<file path="src/rtl/segDrvPkg.sv">
package segDrvPkg;

  // Control-to-datapath strobes
  typedef struct packed {
    logic showHigh;   // 1: high digit is selected for the next output load
  } ctrlStrobes_t;

  typedef logic [6:0] segPattern_t;  // bit0=a ... bit6=g

  // Active-high segment pattern for one hex code
  function automatic segPattern_t hexToSegHigh(input logic [3:0] code);
    segPattern_t p;
    case (code)
      4'h0: p = 7'h3F;
      4'h1: p = 7'h06;
      4'h2: p = 7'h5B;
      4'h3: p = 7'h4F;
      4'h4: p = 7'h66;
      4'h5: p = 7'h6D;
      4'h6: p = 7'h7D;
      4'h7: p = 7'h07;
      4'h8: p = 7'h7F;
      4'h9: p = 7'h6F;
      4'hA: p = 7'h77;
      4'hB: p = 7'h7C;
      4'hC: p = 7'h39;
      4'hD: p = 7'h5E;
      4'hE: p = 7'h79;
      default: p = 7'h71;
    endcase
    return p;
  endfunction

endpackage

</file>
<file path="src/rtl/segCtrl.sv">
module segCtrl
  import segDrvPkg::*;
#(
  parameter int DIV_COUNT = 25000
) (
  input  logic         clk,
  input  logic         rstN,
  output ctrlStrobes_t strobes
);

  localparam int CNT_W = (DIV_COUNT > 1) ? $clog2(DIV_COUNT) : 1;
  localparam logic [CNT_W-1:0] LAST = CNT_W'(DIV_COUNT - 1);

  logic [CNT_W-1:0] divCnt;
  logic             selQ;
  logic             lastCycle;

  assign lastCycle = (divCnt == LAST);

  always_ff @(posedge clk or negedge rstN) begin
    if (!rstN) begin
      divCnt <= '0;
      selQ   <= 1'b0;
    end else if (lastCycle) begin
      divCnt <= '0;
      selQ   <= ~selQ;
    end else begin
      divCnt <= divCnt + 1'b1;
    end
  end

  assign strobes.showHigh = selQ;

endmodule

</file>
<file path="src/rtl/segDecoder.sv">
module segDecoder
  import segDrvPkg::*;
(
  input  logic [3:0]  nibble,
  output segPattern_t segLow
);

  assign segLow = ~hexToSegHigh(nibble);

endmodule

</file>
<file path="src/rtl/segDatapath.sv">
module segDatapath
  import segDrvPkg::*;
#(
  parameter int ANODE_W = 4,
  parameter int NIB_W   = 4
) (
  input  logic               clk,
  input  logic               rstN,
  input  ctrlStrobes_t       strobes,
  input  logic [NIB_W-1:0]   digitLo,
  input  logic [NIB_W-1:0]   digitHi,
  output logic [6:0]         segN,
  output logic [ANODE_W-1:0] anode
);

  logic [NIB_W-1:0]   pickedNibble;
  segPattern_t        segNext;
  logic [ANODE_W-1:0] anodeNext;

  assign pickedNibble = strobes.showHigh ? digitHi : digitLo;

  segDecoder uDecoder (
    .nibble (pickedNibble[3:0]),
    .segLow (segNext)
  );

  for (genvar i = 0; i < ANODE_W; i++) begin : gAnode
    if (i == 0) begin : gLo
      assign anodeNext[i] = ~strobes.showHigh;
    end else if (i == 1) begin : gHi
      assign anodeNext[i] = strobes.showHigh;
    end else begin : gOff
      assign anodeNext[i] = 1'b0;
    end
  end

  // Segments and anodes load on the same edge
  always_ff @(posedge clk or negedge rstN) begin
    if (!rstN) begin
      segN  <= '1;
      anode <= '0;
    end else begin
      segN  <= segNext;
      anode <= anodeNext;
    end
  end

endmodule

</file>
<file path="src/rtl/dualDigitSegDriver.sv">
module dualDigitSegDriver
  import segDrvPkg::*;
#(
  parameter int DIV_COUNT = 25000,
  parameter int ANODE_W   = 4
) (
  input  logic               clk,
  input  logic               rstN,
  input  logic [3:0]         digitLo,
  input  logic [3:0]         digitHi,
  output logic [6:0]         segN,
  output logic [ANODE_W-1:0] anode
);

  ctrlStrobes_t strobes;

  segCtrl #(.DIV_COUNT(DIV_COUNT)) uCtrl (
    .clk     (clk),
    .rstN    (rstN),
    .strobes (strobes)
  );

  segDatapath #(.ANODE_W(ANODE_W), .NIB_W(4)) uPath (
    .clk     (clk),
    .rstN    (rstN),
    .strobes (strobes),
    .digitLo (digitLo),
    .digitHi (digitHi),
    .segN    (segN),
    .anode   (anode)
  );

endmodule

</file>
<file path="config.mk">
export PLATFORM = sky130hd
export DESIGN_NAME = dualDigitSegDriver
export DESIGN_NICKNAME = d
export VERILOG_FILES = /design/src/rtl/segDrvPkg.sv /design/src/rtl/segCtrl.sv /design/src/rtl/segDecoder.sv /design/src/rtl/segDatapath.sv /design/src/rtl/dualDigitSegDriver.sv
export SDC_FILE = /design/constraint.sdc
export NUM_CORES = 1
export LEC_CHECK = 0
export BUFFER_PORTS_ARGS = -buffer_cell sky130_fd_sc_hd__buf_2
export CAP_MARGIN = 25
export CORE_ASPECT_RATIO = 0.9
export CORE_MARGIN = 1
export CORE_UTILIZATION = 55
export CTS_CLUSTER_SIZE = 20
export DETAILED_ROUTE_END_ITERATION = 6
export PLACE_DENSITY = 0.78
export SLEW_MARGIN = 20
export SYNTH_ARGS = -nofsm -noshare
export SYNTH_HDL_FRONTEND = slang
export SYNTH_HIERARCHICAL = 1
export SYNTH_SLANG_ARGS = --single-unit
</file>
<file path="constraint.sdc">
create_clock -name clk -period 2.02 [get_ports clk]
set_input_delay 0.202 -clock clk [delete_from_list [all_inputs] [get_ports clk]]
set_output_delay 0.202 -clock clk [all_outputs]
set_load 0.005 [all_outputs]
</file>
==> results of run 1 <==
## cell type report
| cell class | instances | area share |
|---|---|---|
| tap | 27 | 0.02360 |
| multi-input combinational | 81 | 0.4266 |
| sequential | 25 | 0.4432 |
| timing repair buffer | 20 | 0.07517 |
| inverter | 5 | 0.01311 |
| clock buffer | 4 | 0.01836 |
## cell usage in the layout, fill, tap and decap left out, drive strengths merged, types with 5 or more instances in the layout
master / netlist / routed
dfrtp: 18 / 18
ha: 7 / 7
xnor2: 5 / 5
buf: 4 / 19
inv: 5 / 5
dfstp: 7 / 7
nor2: 13 / 13
mux2: 5 / 5
xor2: 6 / 6
nand2: 8 / 8
## how the worst min path moves through the flow
stage,to,slack (ns),cells past startpoint
floorplan,uCtrl/divCnt[0],-0.09,0
global placement,uCtrl/divCnt[4],0.21,1
detailed placement,uCtrl/divCnt[3],0.22,1
CTS,uPath/segN[0],0.30,3
global route,uPath/segN[0],0.31,3
finish,uPath/segN[0],0.32,3
## worst reg2reg max path: stages (launching register included)
cell     delay [ns]
dfrtp_1        0.52
mux2_2         0.42
inv_1          0.14
ha_1           0.24
nor2b_1        0.08
or3b_1         0.37
o21ai_1        0.08
## where the power goes
group          leakage, nW  switching (mW)  internal (mW)  total, mW
logic                0.350          0.0455         0.0374     0.0829
registers            0.305         0.00303          0.521      0.524
clock network       0.0150           0.138         0.0770      0.215
## kinds of logic (layout without fill, tap and decap cells)
family | count (synthesis) | in the layout
simple gates | 43 | 43
flops | 25 | 25
xor+xnor | 11 | 11
compound gates | 10 | 10
buf+inv | 9 | 29
mux | 8 | 8
fa+ha+maj | 7 | 7
other cells | 1 | 2
## through the flow
| step | worst slack (ns) | total power [mW] | hold slack [ns] |
|---|---|---|---|
| global placement | 0.2934 | 0.6115 | 0.2077 |
| detailed placement | 0.1652 | 0.6158 | 0.2186 |
| finish | 0.1216 | 0.8221 | 0.3177 |
| global route | 0.01985 | 0.8656 | 0.3074 |
| floorplan | 0.2327 | 0.5822 | -0.09359 |
| CTS | 0.1512 | 0.8335 | 0.3037 |
## routing by layer
metal  up-vias  GRT usage
li1        432          -
met1       436     0.2520
met2        15     0.4025
met3         2    0.04444
met4         0    0.07895
met5         -          0
## flip-flops by register name, summed over array words and instances (netlist names)
register and cells:
uCtrl/divCnt 15, uCtrl/strobes 1, uPath/anode 2, uPath/segN 7
## timing repair
item / 4_1_cts / 5_1_grt
hold endpoints to repair: 18 / 0
hold buffers: 1 / 0
setup endpoints to repair: 0 / 0
==> impl_metrics.csv, run 1 <==
group,metric,value,unit
final_layout,fillCellCount,180,
setup_path,r2r-start,"uCtrl/strobes",
synthesis,synthSimpleGateAreaFrac,0.1928,
synthesis,synth.most_common_cell,"dfrtp_1",
clocking,cts_max_path_buffers,2,
die,die_h,47.97,µm
setup_path,cp_slowest_cell,"dfrtp_1",
clocking,htreeDepth,1,
flow_run,cap_viol_max_count,0,
setup_path,reg2reg_slack,0.12,ns
synthesis,muxShareOfSynthArea,0.07946,
timing,max_slew.worst_pin.slew,0.5540,ns
setup_path,crit_fanout,7,
synthesis,post_synth.cell_area_avg,11.33,µm²
timing,finalCritPeriodShare,0.9398,
placed_design,post_dp_cell_area,0.001395,mm²
global_route,grt_first_pass_wirelength,3801,µm
detailed_routing,drt-total-wl,2326,µm
setup_path,critPathKind,"reg2reg",
timing,period_minus_slack,1.898,ns
synthesis,synth-xor-area-share,0.07461,
final_layout,drive_above_1_share,0.2741,
placed_design,hpwl,1742,µm
die,core-area,0.002202,mm²
pwr,p_leak,0.6701,nW
setup_path,worstSetupEndpointType,"flip-flop",
final_layout,diodes,0,
synthesis,synth_top_cells_by_count,"18 x dfrtp_1, 12 x nor2_1, 8 x nand2_1, 7 x dfstp_2, 7 x ha_1",
global_route,antenna_found_initial,0,
setup_path,cp.depth,6,
clocking,clkSinkCount,25,
synthesis,synthAdderAreaFrac,0.06783,
setup_path,cp_top_family,"flip-flops",
placed_design,portBuffers,18,
die,fp.dieW,53.08,µm
synthesis,ys_types,35,
detailed_routing,viasPerCell,5.463,
global_route,grt_use_total,0.2169,
setup_path,max_stage_delay,0.52,ns
detailed_routing,drtAntennaViolNets,0,
global_route,grt_pass1_vias,873,
synthesis,async_reset_ff_frac,1.000,
setup_path,start_kind,"flip-flop",
setup_path,crit_end,"uPath/segN[0]",
timing,setup_viol,0,
pwr,vdd_drop_max,0.3317,mV
synthesis,yosysSeqAreaShare,0.4913,
run_status,status,"completed",
timing,slew_violations,0,
setup_path,crit_chain,"mux2_2 -> inv_1 -> ha_1 -> nor2b_1 -> or3b_1 -> o21ai_1",
global_route,overflow,0,
synthesis,synth_top_flop_cell,"dfrtp_1",
timing,max_slew_margin,0.6307,
detailed_routing,dr.pass1.iters,4,
final_layout,fin_cells,162,
clocking,cts_tree,"done",
clocking,numCtsBuffers,3,
synthesis,synth_area_leaders,"dfrtp_1 35%, dfstp_2 14%, ha_1 6.8%, mux2_2 4.4%, xor2_1 4.1%",
setup_path,critPathBufInv,1,
global_route,grt_max_degree,26,
synthesis,synth_cells,114,
final_layout,final_cell_area,0.001431,mm²
worst_hold_path,hold_path_class,"in2reg",
final_layout,multiInputGateArea,610.6,µm²
setup_path,reg2regPathDepth,6,
timing,grt_setup_unrepaired,"no",
setup_path,cp.required,2.27,ns
setup_path,r2r-end,"uPath/segN[0]",
detailed_routing,met2_length,1204,µm
synthesis,syn-cell-area,0.001291,mm²
pwr,power_density,574.4,mW/mm²
synthesis,synth_top_family_by_area,"simple AND/OR/NAND/NOR gates",
timing,skew,0.003661,ns
synthesis,ys_ff_latch,25,
timing,setup_tns,0,ns
die,initial_core_util,0.5864,
synthesis,synth-compound-area-share,0.05233,
setup_path,arrival,2.15,ns
clocking,cts_setup_buffers,0,
synthesis,yosys_warnings,6,
timing,finalHoldViolations,0,
synthesis,synth_top_area_cell,"dfrtp_1",
clocking,clk_pin_slew,0.13,ns
clocking,cts_resized,0,
final_layout,final_core_util,0.6500,
synthesis,synth_edf_count,0,
detailed_routing,routedWlPerCell,14.36,µm
detailed_routing,wl_met3,64,µm
die,io_pins,21,
clocking,worstSkewPairLatency,0.31,ns
clocking,root_buffer,"clkbuf_4",
final_layout,area_delta_synth_final,10.85,%
placed_design,place_inst,157,
detailed_routing,drc,0,
timing,clock.fmax,526.8,MHz
synthesis,synth_top_area_frac,0.3488,
setup_path,cp-startpoint,"uCtrl/strobes",
die,dieArea,0.002546,mm²
detailed_routing,top_layer,"met4",
placed_design,gp_congestion,0.7324,
detailed_routing,drtIter0Drc,14,
detailed_routing,met1_length,1037,µm
die,num_rows,16,
final_layout,seq_area,634.4,µm²
worst_hold_path,hp-start,"digitLo[2]",
final_layout,fin_nets,153,
detailed_routing,vias,885,
(Power assumes the default switching activity.)
==> run 2: changes to the inputs <==
--- a/config.mk
+++ b/config.mk
@@ -13,6 +13,7 @@
 export CTS_CLUSTER_SIZE = 20
 export DETAILED_ROUTE_END_ITERATION = 6
 export PLACE_DENSITY = 0.78
+export RECOVER_POWER = 50
 export SLEW_MARGIN = 20
 export SYNTH_ARGS = -nofsm -noshare
 export SYNTH_HDL_FRONTEND = slang
==> impl_metrics.csv, run 2 (synthesized netlist as in run 1, its figures left out) <==
group,metric,value,unit
final_layout,area_delta_synth_final,10.66,%
clocking,clkSinkCount,25,
clocking,htreeDepth,1,
placed_design,gp_congestion,0.7324,
timing,skew,0.005381,ns
clocking,cts_resized,0,
pwr,power_density,575.9,mW/mm²
timing,slew_violations,0,
die,die_h,47.97,µm
detailed_routing,dr.pass1.iters,4,
timing,finalHoldViolations,0,
clocking,cts_tree,"done",
setup_path,arrival,2.14,ns
run_status,status,"completed",
final_layout,mostFrequentLayoutCells,"18 x dfrtp_1, 16 x buf_2, 12 x nor2_1",
final_layout,fin_nets,153,
global_route,grt_first_pass_wirelength,3801,µm
die,initial_core_util,0.5864,
setup_path,r2r-start,"uCtrl/strobes",
detailed_routing,viasPerCell,5.519,
detailed_routing,drtIter0Drc,14,
timing,finalCritPeriodShare,0.9356,
setup_path,r2r-end,"uPath/segN[0]",
setup_path,reg2reg_slack,0.13,ns
timing,max_slew_margin,0.1125,
setup_path,critPathKind,"reg2reg",
setup_path,start_kind,"flip-flop",
final_layout,biggestRegsByFlops,"uCtrl/divCnt: 15 flops, uPath/segN: 7 flops, uPath/anode: 2 flops",
die,dieArea,0.002546,mm²
final_layout,final_core_util,0.6489,
pwr,vdd_drop_max,0.3317,mV
detailed_routing,routedWlPerCell,14.35,µm
setup_path,crit_fanout,7,
global_route,grt_max_degree,26,
die,io_pins,21,
timing,setup_tns,0,ns
global_route,grt_pass1_vias,873,
detailed_routing,drt-total-wl,2325,µm
pwr,p_leak,0.6630,nW
detailed_routing,drc,0,
die,num_rows,16,
setup_path,reg2regPathDepth,6,
final_layout,largest_register_ffs,15,
final_layout,multiInputGateArea,610.6,µm²
timing,whs,0.3159,ns
final_layout,layout_commonest_cell,"dfrtp_1",
final_layout,diodes,0,
final_layout,fillCellCount,179,
timing,setup_viol,0,
worst_hold_path,hold_end,"uPath/segN[0]",
placed_design,dpl_worst_slack,0.1652,ns
placed_design,portBuffers,18,
timing,max_slew.worst_pin.slew,1.331,ns
final_layout,seq_area,634.4,µm²
global_route,grt_use_total,0.2169,
clocking,cts_max_path_buffers,2,
final_layout,drive_above_1_share,0.2593,
worst_hold_path,hp-start,"digitLo[2]",
timing,grt_setup_unrepaired,"no",
worst_hold_path,holdPathStages,3,
die,fp.dieW,53.08,µm
worst_hold_path,hold_path_class,"in2reg",
global_route,overflow,0,
setup_path,cp.required,2.27,ns
timing,setup_ws,0.1302,ns
setup_path,worstSetupEndpointType,"flip-flop",
clocking,cts_setup_buffers,0,
die,core-area,0.002202,mm²
clocking,clk_pin_slew,0.13,ns
flow_run,cap_viol_max_count,0,
timing,clock.fmax,529.1,MHz
global_route,antenna_found_initial,0,
final_layout,max_flop_register,"uCtrl/divCnt",
timing,period_minus_slack,1.890,ns
detailed_routing,vias,894,
detailed_routing,drtAntennaViolNets,0,
clocking,root_buffer,"clkbuf_4",
clocking,numCtsBuffers,3,
clocking,worstSkewPairLatency,0.31,ns
placed_design,hpwl,1742,µm
run 2: changes by cell type in the layout (fill, tap and decap cells not counted), sizes merged:
| cell | previous run | this run |
|---|---|---|
| buf | 19 | 17 |
| clkbuf | 4 | 6 |
run 2: routing by layer:
| layer | vias to the layer above | routed length [µm] | GRT usage | part of all wire |
|---|---|---|---|---|
| li1 | 432 | - | - | - |
| met1 | 440 | 1040 | 0.2520 | 0.45 |
| met2 | 20 | 1195 | 0.4025 | 0.51 |
| met3 | 2 | 69 | 0.04444 | 0.030 |
| met4 | 0 | 19 | 0.07895 | 0.0082 |
| met5 | - | 0 | 0 | 0 |
run 2: worst max path at each step:
stage,startpoint,endpoint,slack [ns],depth (start not counted)
2_1_floorplan,uCtrl/divCnt[9],uCtrl/divCnt[13],0.23,4
3_3_place_gp,uCtrl/strobes,uPath/segN[0],0.29,6
3_5_place_dp,uCtrl/strobes,uPath/segN[0],0.17,6
4_1_cts,uCtrl/strobes,uPath/segN[0],0.15,6
5_1_grt,uCtrl/strobes,uPath/segN[0],0.02,6
6_report,uCtrl/strobes,uPath/segN[0],0.13,6
run 2: repair_timing:
| item | CTS | global route |
|---|---|---|
| endpoints found under the setup margin | 0 | 0 |
| endpoints found under the hold margin | 18 | 0 |
| hold buffers | 1 | 0 |
run 2: report_power, final:
group	internal, mW	leakage (nW)	switching, mW
combinational	0.0371	0.343	0.0455
clock	0.0770	0.0150	0.139
sequential	0.521	0.305	0.00301
total	0.635	0.663	0.187
run 2: worst max-delay path, cell delays in order, from the launching register on:
cell and delay, ns:
dfrtp_1 0.51, mux2_2 0.42, inv_1 0.14, ha_1 0.24, nor2b_1 0.08, or3b_1 0.37, o21ai_1 0.08
run 2: stage by stage:
step           power, mW  cells  instance area, µm²
2_1_floorplan     0.5822    115                1295
3_3_place_gp      0.6115    157                1395
3_5_place_dp      0.6158    157                1395
4_1_cts           0.8335    162                1431
5_1_grt           0.8653    162                1429
6_report          0.8229    162                1429
run 2: cell type report:
cell class / instances / area share
sequential: 25 / 0.4440
multi-input combinational: 81 / 0.4273
timing repair buffer: 20 / 0.07356
tap: 27 / 0.02364
clock buffer: 4 / 0.01839
inverter: 5 / 0.01313
==> run 3: changes to the inputs <==
--- a/config.mk
+++ b/config.mk
@@ -8,14 +8,16 @@
 export BUFFER_PORTS_ARGS = -buffer_cell sky130_fd_sc_hd__buf_2
 export CAP_MARGIN = 25
 export CORE_ASPECT_RATIO = 0.9
-export CORE_MARGIN = 1
+export CORE_MARGIN = 4
 export CORE_UTILIZATION = 55
 export CTS_CLUSTER_SIZE = 20
 export DETAILED_ROUTE_END_ITERATION = 6
 export PLACE_DENSITY = 0.78
 export RECOVER_POWER = 50
+export REMOVE_ABC_BUFFERS = 1
 export SLEW_MARGIN = 20
 export SYNTH_ARGS = -nofsm -noshare
 export SYNTH_HDL_FRONTEND = slang
 export SYNTH_HIERARCHICAL = 1
 export SYNTH_SLANG_ARGS = --single-unit
+export TNS_END_PERCENT = 30
==> impl_metrics.csv, run 3 (synthesized netlist as in run 1, its figures left out) <==
group,metric,value,unit
run_status,status,"completed",
clocking,htreeDepth,1,
clocking,worstSkewPairLatency,0.32,ns
worst_hold_path,hold_path_class,"in2reg",
die,core-area,0.002202,mm²
detailed_routing,drt-total-wl,2288,µm
die,dieArea,0.003188,mm²
timing,max_slew_margin,0.1201,
global_route,grt_first_pass_wirelength,4050,µm
final_layout,area_delta_synth_final,11.14,%
clocking,cts_max_path_buffers,2,
timing,max_slew.worst_pin.slew,1.320,ns
detailed_routing,vias,864,
setup_path,critPathBufInv,1,
clocking,clk_pin_slew,0.14,ns
setup_path,critPathKind,"reg2reg",
timing,slew_violations,0,
die,io_pins,21,
clocking,cts_tree,"done",
setup_path,cp_slowest_cell,"dfrtp_2",
timing,finalCritPeriodShare,0.9020,
final_layout,mostFrequentLayoutCells,"17 x buf_2, 17 x dfrtp_1, 12 x nor2_1",
detailed_routing,drtIter0Drc,31,
detailed_routing,routedWlPerCell,14.12,µm
timing,skew,0.009377,ns
final_layout,diodes,0,
setup_path,worstSetupEndpointType,"flip-flop",
global_route,grt_use_total,0.1736,
clocking,numCtsBuffers,3,
detailed_routing,viasPerCell,5.333,
detailed_routing,drtAntennaViolNets,0,
global_route,antenna_found_initial,0,
final_layout,final_cell_area,0.001435,mm²
die,die_h,53.97,µm
final_layout,fin_nets,153,
placed_design,place_inst,157,
setup_path,arrival,2.09,ns
pwr,p_leak,0.6647,nW
setup_path,crit_fanout,7,
setup_path,cp_top_family,"flip-flops",
setup_path,start_kind,"flip-flop",
timing,finalHoldViolations,0,
global_route,overflow,0,
final_layout,max_flop_register,"uCtrl/divCnt",
final_layout,final_core_util,0.6517,
final_layout,largest_register_ffs,15,
detailed_routing,drc,0,
setup_path,cp.required,2.29,ns
setup_path,max_stage_delay,0.47,ns
die,initial_core_util,0.5864,
clocking,clkSinkCount,25,
die,fp.dieW,59.08,µm
detailed_routing,dr.pass1.iters,5,
pwr,vdd_drop_max,0.4387,mV
timing,setup_tns,0,ns
timing,setup_viol,0,
global_route,grt_pass1_vias,898,
die,num_rows,16,
timing,period_minus_slack,1.822,ns
placed_design,portBuffers,18,
timing,whs,0.3071,ns
final_layout,biggestRegsByFlops,"uCtrl/divCnt: 15 flops, uPath/segN: 7 flops, uPath/anode: 2 flops",
placed_design,post_dp_cell_area,0.001395,mm²
clocking,root_buffer,"clkbuf_4",
pwr,power_density,579.8,mW/mm²
placed_design,gp_congestion,0.8556,
final_layout,drive_above_1_share,0.2815,
global_route,grt_max_degree,26,
placed_design,hpwl,1697,µm
timing,clock.fmax,548.9,MHz
final_layout,fin_cells,162,
timing,grt_setup_unrepaired,"no",
setup_path,crit_chain,"mux2_2 -> inv_1 -> ha_1 -> nor2b_1 -> or3b_1 -> o21ai_1",
clocking,cts_setup_buffers,0,
flow_run,cap_viol_max_count,0,
==> run 3: cell types whose count changed in the layout (fill, tap and decap cells not counted), sizes merged <==
cell      change
clkbuf        -2
buf           +1
clkinvlp      +1
==> run 3: worst register-to-register path, stage by stage, from the launching register on <==
cell and delay [ns]:
dfrtp_2 0.47, mux2_2 0.41, inv_1 0.13, ha_1 0.23, nor2b_1 0.08, or3b_1 0.38, o21ai_1 0.08
==> run 3: path summary, 6_finish.rpt <==
check	end	slack, ns	cells after the start	from
max in group asynchronous	uCtrl/strobes	0.49	2	rstN
hold reg to reg	uCtrl/divCnt[0]	0.49	1	uCtrl/divCnt[0]
min in group asynchronous	uPath/anode[1]	0.68	2	rstN
setup / recovery	uPath/segN[0]	0.20	6	uCtrl/strobes
hold / removal	uPath/segN[0]	0.31	3	digitLo[2]
setup reg to reg	uPath/segN[0]	0.20	6	uCtrl/strobes
==> run 3: metal layers <==
metal / vias to the layer above / track usage / wire (µm)
met5: - / 0 / 0
met4: 0 / 0.06792 / 14
met3: 4 / 0.05995 / 102
met1: 412 / 0.2045 / 1039
li1: 432 / - / -
met2: 16 / 0.2923 / 1132
==> run 3: metrics by stage <==
stage          total power, mW  worst slack [ns]
2_1_floorplan           0.5763            0.2327
3_3_place_gp            0.6129            0.2784
3_5_place_dp            0.6160            0.1446
4_1_cts                 0.8482            0.1126
5_1_grt                 0.8795           0.06800
6_report                0.8321            0.1981
==> run 3: what timing repair did <==
item / CTS / global route
endpoints found under the setup margin: 0 / 1
hold buffers: 1 / 0
gates resized for setup: 0 / 1
hold endpoints to repair: 18 / 0
==> run 3: area by class of cell <==
class | instances | area, µm²
Timing Repair Buffer | 20 | 106.4
Inverter | 5 | 18.77
Clock inverter | 1 | 7.507
Clock buffer | 3 | 22.52
Multi-Input combinational cell | 81 | 610.6
Fill cell | 172 | 767.0
Tap cell | 27 | 33.78
Sequential cell | 25 | 635.6
==> run 3: report_power, final <==
group	total [mW]	leakage (nW)	switching (mW)	internal [mW]
logic	0.0829	0.347	0.0455	0.0373
registers	0.524	0.303	0.00296	0.521
clock network	0.225	0.0139	0.149	0.0756
